--- config.mk ---
export PLATFORM = sky130hd
export DESIGN_NAME = syscall_monitor
export DESIGN_NICKNAME = d
export VERILOG_FILES = /design/src/rtl/sysmon_pkg.sv /design/src/rtl/sysmon_decode.sv /design/src/rtl/sysmon_counter.sv /design/src/rtl/sysmon_effects.sv /design/src/rtl/syscall_monitor.sv
export SDC_FILE = /design/constraint.sdc
export NUM_CORES = 1
export LEC_CHECK = 0
export ABC_AREA = 1
export BUFFER_PORTS_ARGS = -buffer_cell sky130_fd_sc_hd__buf_2
export CAP_MARGIN = 10
export CORE_ASPECT_RATIO = 1.75
export CORE_MARGIN = 10
export CORE_UTILIZATION = 45
export CTS_CLUSTER_SIZE = 10
export DETAILED_ROUTE_END_ITERATION = 7
export PLACE_DENSITY = 0.81
export SYNTH_ARGS = -nofsm -noshare
export SYNTH_HDL_FRONTEND = slang
export SYNTH_HIERARCHICAL = 1
export SYNTH_SLANG_ARGS = --single-unit
--- constraint.sdc ---
create_clock -name clk -period 2 [get_ports clk]
set_input_delay 0.2 -clock clk [delete_from_list [all_inputs] [get_ports clk]]
set_output_delay 0.2 -clock clk [all_outputs]
set_load 0.05 [all_outputs]
--- src/rtl/sysmon_pkg.sv ---
package sysmon_pkg;

    localparam int          DATA_W        = 32;
    localparam logic [31:0] SYSCALL_WORD  = 32'h0000_000C;
    localparam logic [31:0] SVC_PRINT_INT = 32'd1;
    localparam logic [31:0] SVC_EXIT      = 32'd10;

    typedef enum logic [1:0] {
        EVT_NONE,
        EVT_PRINT,
        EVT_EXIT,
        EVT_OTHER
    } svc_kind_e;

    typedef struct packed {
        logic      retired;
        svc_kind_e kind;
    } retire_evt_t;

    function automatic svc_kind_e classify(
        input logic              vld,
        input logic [DATA_W-1:0] word,
        input logic [DATA_W-1:0] svc
    );
        svc_kind_e k;
        if (!vld || word != SYSCALL_WORD) begin
            k = EVT_NONE;
        end else if (svc == SVC_PRINT_INT) begin
            k = EVT_PRINT;
        end else if (svc == SVC_EXIT) begin
            k = EVT_EXIT;
        end else begin
            k = EVT_OTHER;
        end
        return k;
    endfunction

endpackage

--- src/rtl/sysmon_decode.sv ---
module sysmon_decode
    import sysmon_pkg::*;
(
    input  logic              halted,
    input  logic              retire_vld,
    input  logic [DATA_W-1:0] retire_instr,
    input  logic [DATA_W-1:0] svc_num,
    output retire_evt_t       evt
);
    logic live;

    // Nothing retires once the core is frozen.
    assign live = retire_vld && !halted;

    always_comb begin
        evt.retired = live;
        evt.kind    = classify(live, retire_instr, svc_num);
    end

endmodule

--- src/rtl/sysmon_counter.sv ---
module sysmon_counter #(
    parameter int W = 32
) (
    input  logic         clk,
    input  logic         rst,
    input  logic         en,
    output logic [W-1:0] count
);
    localparam logic [W-1:0] TOP = {W{1'b1}};

    always_ff @(posedge clk) begin
        if (rst) begin
            count <= '0;
        end else if (en && count != TOP) begin
            count <= count + 1'b1;
        end
    end

    AST_NO_OVERFLOW: assert property (@(posedge clk) disable iff (rst)
        count == TOP |=> count == TOP);

    AST_HOLD_WHEN_IDLE: assert property (@(posedge clk) disable iff (rst)
        !en |=> $stable(count));

endmodule

--- src/rtl/sysmon_effects.sv ---
module sysmon_effects
    import sysmon_pkg::*;
(
    input  logic              clk,
    input  logic              rst,
    input  retire_evt_t       evt,
    input  logic [DATA_W-1:0] svc_arg,
    output logic              print_vld,
    output logic [DATA_W-1:0] print_data,
    output logic              halt
);
    always_ff @(posedge clk) begin
        if (rst) begin
            print_vld  <= 1'b0;
            print_data <= '0;
            halt       <= 1'b0;
        end else begin
            print_vld <= (evt.kind == EVT_PRINT);
            if (evt.kind == EVT_PRINT) begin
                print_data <= svc_arg;
            end
            if (evt.kind == EVT_EXIT) begin
                halt <= 1'b1;
            end
        end
    end

    AST_HALT_STICKY: assert property (@(posedge clk) disable iff (rst)
        halt |=> halt);

    AST_QUIET_AFTER_HALT: assert property (@(posedge clk) disable iff (rst)
        halt |=> !print_vld && $stable(print_data));

endmodule

--- src/rtl/syscall_monitor.sv ---
module syscall_monitor
    import sysmon_pkg::*;
#(
    parameter int CNT_W = 32
) (
    input  logic              clk,
    input  logic              rst,
    input  logic              retire_vld,
    input  logic [31:0]       retire_instr,
    input  logic [31:0]       svc_num,
    input  logic [31:0]       svc_arg,
    output logic              print_vld,
    output logic [31:0]       print_data,
    output logic              halt,
    output logic [CNT_W-1:0]  cycle_count,
    output logic [CNT_W-1:0]  instr_count
);
    retire_evt_t evt;
    logic        cyc_en;

    sysmon_decode u_decode (
        .halted       (halt),
        .retire_vld   (retire_vld),
        .retire_instr (retire_instr),
        .svc_num      (svc_num),
        .evt          (evt)
    );

    sysmon_effects u_effects (
        .clk        (clk),
        .rst        (rst),
        .evt        (evt),
        .svc_arg    (svc_arg),
        .print_vld  (print_vld),
        .print_data (print_data),
        .halt       (halt)
    );

    assign cyc_en = !halt;

    sysmon_counter #(.W(CNT_W)) u_cycles (
        .clk   (clk),
        .rst   (rst),
        .en    (cyc_en),
        .count (cycle_count)
    );

    sysmon_counter #(.W(CNT_W)) u_retired (
        .clk   (clk),
        .rst   (rst),
        .en    (evt.retired),
        .count (instr_count)
    );

    AST_PRINT_CAUSE: assert property (@(posedge clk) disable iff (rst)
        print_vld |-> $past(retire_vld && retire_instr == SYSCALL_WORD
                            && svc_num == SVC_PRINT_INT));

    AST_PRINT_VALUE: assert property (@(posedge clk) disable iff (rst)
        print_vld |-> print_data == $past(svc_arg));

    AST_HALT_CAUSE: assert property (@(posedge clk) disable iff (rst)
        $rose(halt) |-> $past(retire_vld && retire_instr == SYSCALL_WORD
                              && svc_num == SVC_EXIT));

    AST_CYCLES_FROZEN: assert property (@(posedge clk) disable iff (rst)
        halt |=> $stable(cycle_count));

    AST_RETIRED_FROZEN: assert property (@(posedge clk) disable iff (rst)
        (halt || !retire_vld) |=> $stable(instr_count));

endmodule

## Word-level counts from Yosys, hierarchy flattened

Cells that the tools add are included.

- $add $sub $neg: 2
- Equality and inequality tests: 7
- Multiplexer cells: 3
- Reduce and logical (&&, ||, !) cells: 6

Operators by type and width:

| cell | count |
|---|---|
| $add 32x1->32 const B | 2 |
| $ne 32x32->1 const B | 2 |
| $eq 32x1->1 const B | 1 |
| $eq 32x4->1 const B | 1 |
| $ne 32x4->1 const B | 1 |
| $mux 2 | 2 |
| $logic_and 1x1->1 | 3 |
| $eq 2x1->1 const B | 1 |
| $eq 2x2->1 const B | 1 |
| $logic_not 1->1 | 2 |
| $logic_or 1x1->1 | 1 |
| $mux 1 | 1 |

- Register bits after elaboration: 98
- Input port bits: 99
- Output and inout bits: 98
- Logic and storage cells: 23

## Longest topological paths before layout

Gate-level depths: netlist of the first run.

- Depth in word-level cells: 6
- Depth in mapped cells: 13
- Gate-level depth less buffers: 11

## By module

The synthesis of the first run kept the hierarchy.

By module, submodules not included:

| module | times used | cells an instance | area each (um^2) | seq. area each (um^2) |
|---|---|---|---|---|
| sysmon_counter | 2 | 324 | 2,062.0 | 640.6 |
| sysmon_effects | 1 | 214 | 1,508.9 | 680.7 |
| sysmon_decode | 1 | 68 | 282.8 | 0.0 |
| syscall_monitor | 1 | 1 | 3.8 | 0.0 |

## Worst setup path after synthesis of the first run

No wires, ideal clock.

- Kind: register to register
- Start point: reg u_cycles.count[0]
- End point: reg u_cycles.count[17]
- Setup time: 0.117 ns
- Arrival time: 1.824 ns
- Data required time: 1.883 ns
- Path slack: 0.059 ns
- Cell stages (with the launch flop): 10
- Path buffers: 1
- Clock period less this slack: 1.941 ns
- Cell sequence: dfxtp_1 ha_1 inv_1 nor2_4 nand2_4 nor2_8 nand3_2 buf_6 a21oi_1 nor2_1

- Longest elaborated chain between the ends: 2
- Elaborated cells on any way between the ends: 3
- Those cells by class: add/sub (1); eq/ne (1); reduce/logical (1)

Ends and longest elaborated chain:

| what | line | RTL |
|---|---|---|
| start, declared | sysmon_counter.sv:7 | `output logic [W-1:0] count` |
| start signal, assigned | sysmon_counter.sv:15 | `count <= count + 1'b1;` |
| parallel branches: the longest is 2 deep, another holds $add 32x1->32 | -- |  |

Several ways; the timed one is not identified.
A chain may end at the register's enable or synchronous reset.

==> results of run 1 <==
-- power groups by stage --
stage	combinational, mW	clock [mW]	sequential, mW
global placement	0.269	0	2.01
global route	0.307	1.93	1.97
CTS	0.275	1.86	1.97
floorplan	0.118	0	2.04
finish	0.273	1.81	1.97
detailed placement	0.274	0	2.01
-- cells by family (layout without fill, tap and decap cells) --
kind of cell             count (synthesis)  in the layout  share of synthesized area (%)
adder cells (fa/ha/maj)                  2              2                          0.423
flip-flops                              98             98                           33.1
buffers and inverters                  131            337                           10.6
AND/OR/NAND/NOR                        651            652                           51.3
AO/OA/AOI/OAI                           49             49                           4.48
-- path summary, 6_finish.rpt --
kind,startpoint,to,slack (ns),cells after the start
max reg2reg,u_effects/halt$_SDFFE_PP0N_,u_retired/count[25]$_SDFFE_PP0P_,0.12,11
max,u_effects/halt$_SDFFE_PP0N_,u_retired/count[25]$_SDFFE_PP0P_,0.12,11
min reg2reg,u_effects/print_data[22]$_SDFFE_PP0N_,u_effects/print_data[22]$_SDFFE_PP0N_,0.48,2
min,svc_arg[24],u_effects/print_data[24]$_SDFFE_PP0N_,0.15,5
-- Yosys cell counts, drive strengths merged --
master	n	area [um^2]
nor2	269	1200
nand2	243	987
inv	99	372
dfxtp	98	1960
nand3	95	546
a21oi	39	203
nand4	30	219
buf	27	238
a31oi	10	62.6
nor3	9	55.1
clkbuf	3	11.3
nand3b	3	22.5
and2	2	12.5
clkinv	2	7.51
ha	2	25.0
-- stage by stage --
stage | worst slack, ns | hold WS (ns) | util, %
finish | 0.120 | 0.147 | 57.3
global route | 0.00924 | 0.172 | 57.3
CTS | -0.00262 | 0.133 | 57.0
detailed placement | 0.0209 | 0.470 | 54.6
global placement | 0.0673 | 0.459 | 54.6
floorplan | 0.0593 | 0.269 | -
-- registers in the layout, indices dropped and copies added (netlist names) --
name	flops
u_retired/count	32
u_cycles/count	32
u_effects/print_data	32
u_effects/halt	1
u_effects/print_vld	1
-- cells in the final DEF (no fill, tap or decap), types with 7 or more instances in the layout --
| cell type | count |
|---|---|
| nand2_1 | 225 |
| nor2_1 | 221 |
| buf_2 | 196 |
| dfxtp_1 | 98 |
| inv_1 | 91 |
| nand3_1 | 81 |
| a21oi_1 | 37 |
| nor2_2 | 36 |
| nand4_1 | 25 |
| buf_4 | 23 |
| nand3_2 | 13 |
| nand2_2 | 12 |
| nor2_4 | 11 |
| a31oi_1 | 10 |
| clkbuf_16 | 9 |
| inv_2 | 7 |
| nor3_1 | 7 |
-- layout make-up --
type,count,area (um^2),share of cell area [%]
inverter,101,382,5.15
multi-input combinational,703,3370,45.5
timing repair buffer,220,1170,15.8
sequential,98,1960,26.5
clock inverter,7,83.8,1.13
clock buffer,9,225,3.04
tap,171,214,2.89
-- timing repair --
| action | in CTS | in global routing |
|---|---|---|
| endpoints found under the setup margin | 1 | 43 |
| gates cloned | 0 | 1 |
| setup buffers | 0 | 0 |
| pin swaps | 0 | 1 |
| resized for setup | 0 | 7 |
-- worst max-delay path: cells and delay by family (launching register included) --
kind,cells,cell delay (ns)
and+or+nand+nor,8,1.07
buffers and inverters,3,0.39
DFF,1,0.32
-- layer usage --
metal	wire length (um)	track usage, %	vias to the layer above
met5	0	0	-
met4	834	10.5	0
met3	1200	4.72	59
met2	9920	37.0	231
met1	6910	19.6	3000
li1	-	-	3329
==> flow_summary.toml, run 1 <==
[placement]
dp_cells = 1292
portBuffers = 196
gp_congestion = 0.944
post_dp_cell_area_um2 = 7060
dp_hpwl_mm = 15.0

[yosys]
postSynthAreaPerCell_um2 = 6.36
synth_seq_cells = 98
yosys_warnings = 6
syn_area_um2 = 5920
syn-num-nets = 1032
synthCells = 931
seq_area_frac_synth_pct = 33.1
synthDistinctLibCells = 28

[power_and_ir_drop]
power_leakage_nw = 3.75
total_power_mw = 4.05
pwr-share-clk_pct = 44.6
switching_share_pct = 24.0
intPower_mw = 3.07
ir_drop_mv = 0.363
pwr-share-seq_pct = 48.6
p_comb_share_pct = 6.7
power.net_switching_mw = 0.972
powerDensity_nw_per_um2 = 546

[finish]
n_antenna_cell = 0
fillCellCount = 1307
design_area_um2 = 7410
fin_cells = 1309
nets = 1234
drive_gt1_share_pct = 29.3
area_delta_synth_final_pct = 25.1

[die]
start_util_pct = 45.8
core_um2 = 12900
die_h_um = 172
dieArea_um2 = 18300
fp-row-count = 55
dieWidth_um = 107
pin_count = 197

[sta]
finalSetupViolCount = 0
relSlewSlack_pct = 64.8
hold_viol_final = 0
worst_slew_pin_slew_ns = 0.527
max_freq_mhz = 532
setup_tns_ns = 0
final_max_slew_viol_count = 0
timing.final.crit_share_pct = 94.0
fin_crit_ns = 1.88
clock_skew_ns = 0.0109
rsz0062_at_grt = "false"

[critical_path]
path_max_fanout = 14
slowest_stage = "dfxtp_1"
worstPathCellList = "nor2_2, buf_4, inv_2, nor2_1, nand2_1, inv_2, nand2_1, nor2_1, nand3_1, nand2_1, nor2_1"
critPathArrivalTime_ns = 2.12
critPathCaptureType = "flip-flop"
critPathMaxStageDelay_ns = 0.32
cp-start-kind = "flip-flop"
critPathKind = "flip-flop to flip-flop"
cp.required_ns = 2.24

[hold_path]
hold_class = "input pin to flip-flop"

[global_routing]
antenna_found_initial = 0
grt_pass1_vias = 6266
grt-ovfl-total = 0
grt_max_degree = 42
grt_usage_pct = 19.8
grt_first_pass_wirelength_mm = 29.6

[drt]
routed_via_density = 5.06
num_vias = 6619
wirelength_mm = 18.9
ant_nets = 0
wl_per_cell_um = 14.4
drt_iter0_drc = 303
dr.pass1.iters = 5
drc = 0

[clock_tree]
cts_buffer_depth = 2
clock_sinks = 98
clockRootBuffer = "clkbuf_16"
clkSlewWorstSetupHoldPaths_ns = 0.08
numCtsBuffers = 9
cts_tree = "built"
clk_latency_ns = 0.35
htreeDepth = 3
cts_hold_buffers = 0

[flow_run]
max-cap-violations = 0

[status]
status = "finished, final reports clean"
Note: power is estimated with default switching activity, not from simulation.
==> run 2: changes to the inputs <==
--- a/config.mk
+++ b/config.mk
@@ -8,12 +8,14 @@
 export ABC_AREA = 1
 export BUFFER_PORTS_ARGS = -buffer_cell sky130_fd_sc_hd__buf_2
 export CAP_MARGIN = 10
+export CELL_PAD_IN_SITES_DETAIL_PLACEMENT = 1
+export CELL_PAD_IN_SITES_GLOBAL_PLACEMENT = 1
 export CORE_ASPECT_RATIO = 1.75
 export CORE_MARGIN = 10
-export CORE_UTILIZATION = 45
+export CORE_UTILIZATION = 35
 export CTS_CLUSTER_SIZE = 10
 export DETAILED_ROUTE_END_ITERATION = 7
-export PLACE_DENSITY = 0.81
+export PLACE_DENSITY = 0.91
 export SYNTH_ARGS = -nofsm -noshare
 export SYNTH_HDL_FRONTEND = slang
 export SYNTH_HIERARCHICAL = 1
==> run 2 against run 1 <==
Effect of this change:
- global-route usage down 0.50 points
- fmax rose by 1.8%
- final cell count up 4.3%
- register-to-register slack better by 0.03 ns
- routed wire length rose by 20%
- via count grew 2.0%
- non-clock buffer count did not move
- first-iteration DRC count down 3.3%
==> flow_summary.toml, run 2 (synthesis results as in run 1) <==
[global_routing]
antenna_found_initial = 4
grt-ovfl-total = 0
grt_pass1_vias = 7165
grt_first_pass_wirelength_mm = 35.7
grt_usage_pct = 19.3
grt_max_degree = 42

[die]
core_um2 = 16500
die_h_um = 192
dieArea_um2 = 22700
dieWidth_um = 118
pin_count = 197
start_util_pct = 35.8
fp-row-count = 62

[sta]
setup_tns_ns = 0
hold_viol_final = 0
fin_crit_ns = 1.85
relSlewSlack_pct = 64.6
timing.final.crit_share_pct = 92.3
hold_ws_ns = 0.144
finalSetupViolCount = 0
final_max_slew_viol_count = 0
max_freq_mhz = 542
clock_skew_ns = 0.0137
worst_slew_pin_slew_ns = 0.530
rsz0062_at_grt = "false"

[power_and_ir_drop]
power_leakage_nw = 3.75
powerDensity_nw_per_um2 = 538
ir_drop_mv = 0.351

[hold_path]
hp-start = "svc_arg[17]"
hold_class = "input pin to flip-flop"

[finish]
area_delta_synth_final_pct = 26.6
final_util_pct = 45.4
largestRegisters = "u_cycles/count (32), u_effects/print_data (32), u_retired/count (32)"
drive_gt1_share_pct = 29.4
fillCellCount = 2282
nets = 1233
mostFrequentLayoutCell = "nand2_1"
layout_common_cells = "225 x nand2_1, 220 x nor2_1, 196 x buf_2, 98 x dfxtp_1, 91 x inv_1"

[drt]
wl_per_cell_um = 16.6
dr_wl_met2_mm = 12.7
dr.pass1.iters = 4
wl_met1_mm = 8.00
highest_layer = "met4"
num_vias = 6754
ant_nets = 0
drt_iter0_drc = 293
drc = 0
dr_wl_met3_mm = 1.25
routed_via_density = 4.95
wirelength_mm = 22.6

[clock_tree]
cts_hold_buffers = 0
cts_resized = 0
clockRootBuffer = "clkbuf_16"
cts_buffer_depth = 2
cts_tree = "built"
numCtsBuffers = 9
htreeDepth = 3
postCtsSetupRepairBufs = 0
clock_sinks = 98
clkSlewWorstSetupHoldPaths_ns = 0.08
clk_latency_ns = 0.35

[critical_path]
cp-start-kind = "flip-flop"
reg2reg_from = "u_retired/count[0]$_SDFFE_PP0P_"
critPathArrivalTime_ns = 2.10
slowest_stage = "dfxtp_1"
critPathMaxStageDelay_ns = 0.39
cp.buffers_inverters = 2
cp-startpoint = "u_retired/count[0]$_SDFFE_PP0P_"
cp.required_ns = 2.25
critPathCaptureType = "flip-flop"
path_common_cell = "nand2_4"
worstPathCellList = "ha_1, inv_1, nor2_4, nand2_4, nor2_8, nand2_4, buf_4, a21oi_1, nor2_1"
critPathKind = "flip-flop to flip-flop"
path_max_fanout = 12
cp_top_family = "simple AND/OR/NAND/NOR gates"

[status]
status = "finished, final reports clean"

[placement]
gp_congestion = 0.867
dp_hpwl_mm = 18.0
portBuffers = 196

[flow_run]
max-cap-violations = 0
run 2: where the power goes:
| group | total, mW | leakage [nW] | internal (mW) | switching [mW] |
|---|---|---|---|---|
| Clock | 1.78 | 0.144 | 0.884 | 0.892 |
| Combinational | 0.286 | 2.81 | 0.121 | 0.165 |
| Sequential | 1.97 | 0.790 | 1.96 | 0.00962 |
run 2: final cells by class:
type | count | area [um^2] | share of cell area (%)
diodes | 4 | 10.0 | 0.134
clock buffers | 9 | 225 | 3.01
clock inverters | 7 | 66.3 | 0.885
inverters | 101 | 379 | 5.06
multi-input cells | 702 | 3360 | 44.8
flip-flops and latches | 98 | 1960 | 26.2
well taps | 224 | 280 | 3.74
repair buffers | 220 | 1210 | 16.2
run 2: final timing paths:
check                                          end  slack, ns  cells after the start
max                u_retired/count[7]$_SDFFE_PP0P_       0.15                      9
min          u_effects/print_data[17]$_SDFFE_PP0N_       0.14                      5
max reg2reg        u_retired/count[7]$_SDFFE_PP0P_       0.15                      9
min reg2reg   u_effects/print_data[9]$_SDFFE_PP0N_       0.49                      2
run 2: worst reg2reg max path, stage by stage (launching register included):
cell,delay (ns)
dfxtp_1,0.39
ha_1,0.23
inv_1,0.09
nor2_4,0.18
nand2_4,0.11
nor2_8,0.18
nand2_4,0.14
buf_4,0.22
a21oi_1,0.15
nor2_1,0.07
run 2: stage by stage:
stage	cells	worst slack, ns	cell area [um^2]	power, mW
after floorplan	931	0.0593	5920	2.16
after global placement	1345	0.164	7160	2.29
after detailed placement	1345	0.0910	7160	2.30
after CTS	1361	0.0803	7460	4.10
after global routing	1365	0.0204	7490	4.18
final	1365	0.154	7490	4.03
run 2: layer usage:
metal | track usage (%) | up-vias
met5 | 0 | -
met4 | 8.93 | 0
met3 | 4.59 | 35
met2 | 38.5 | 153
met1 | 17.9 | 3232
li1 | - | 3334
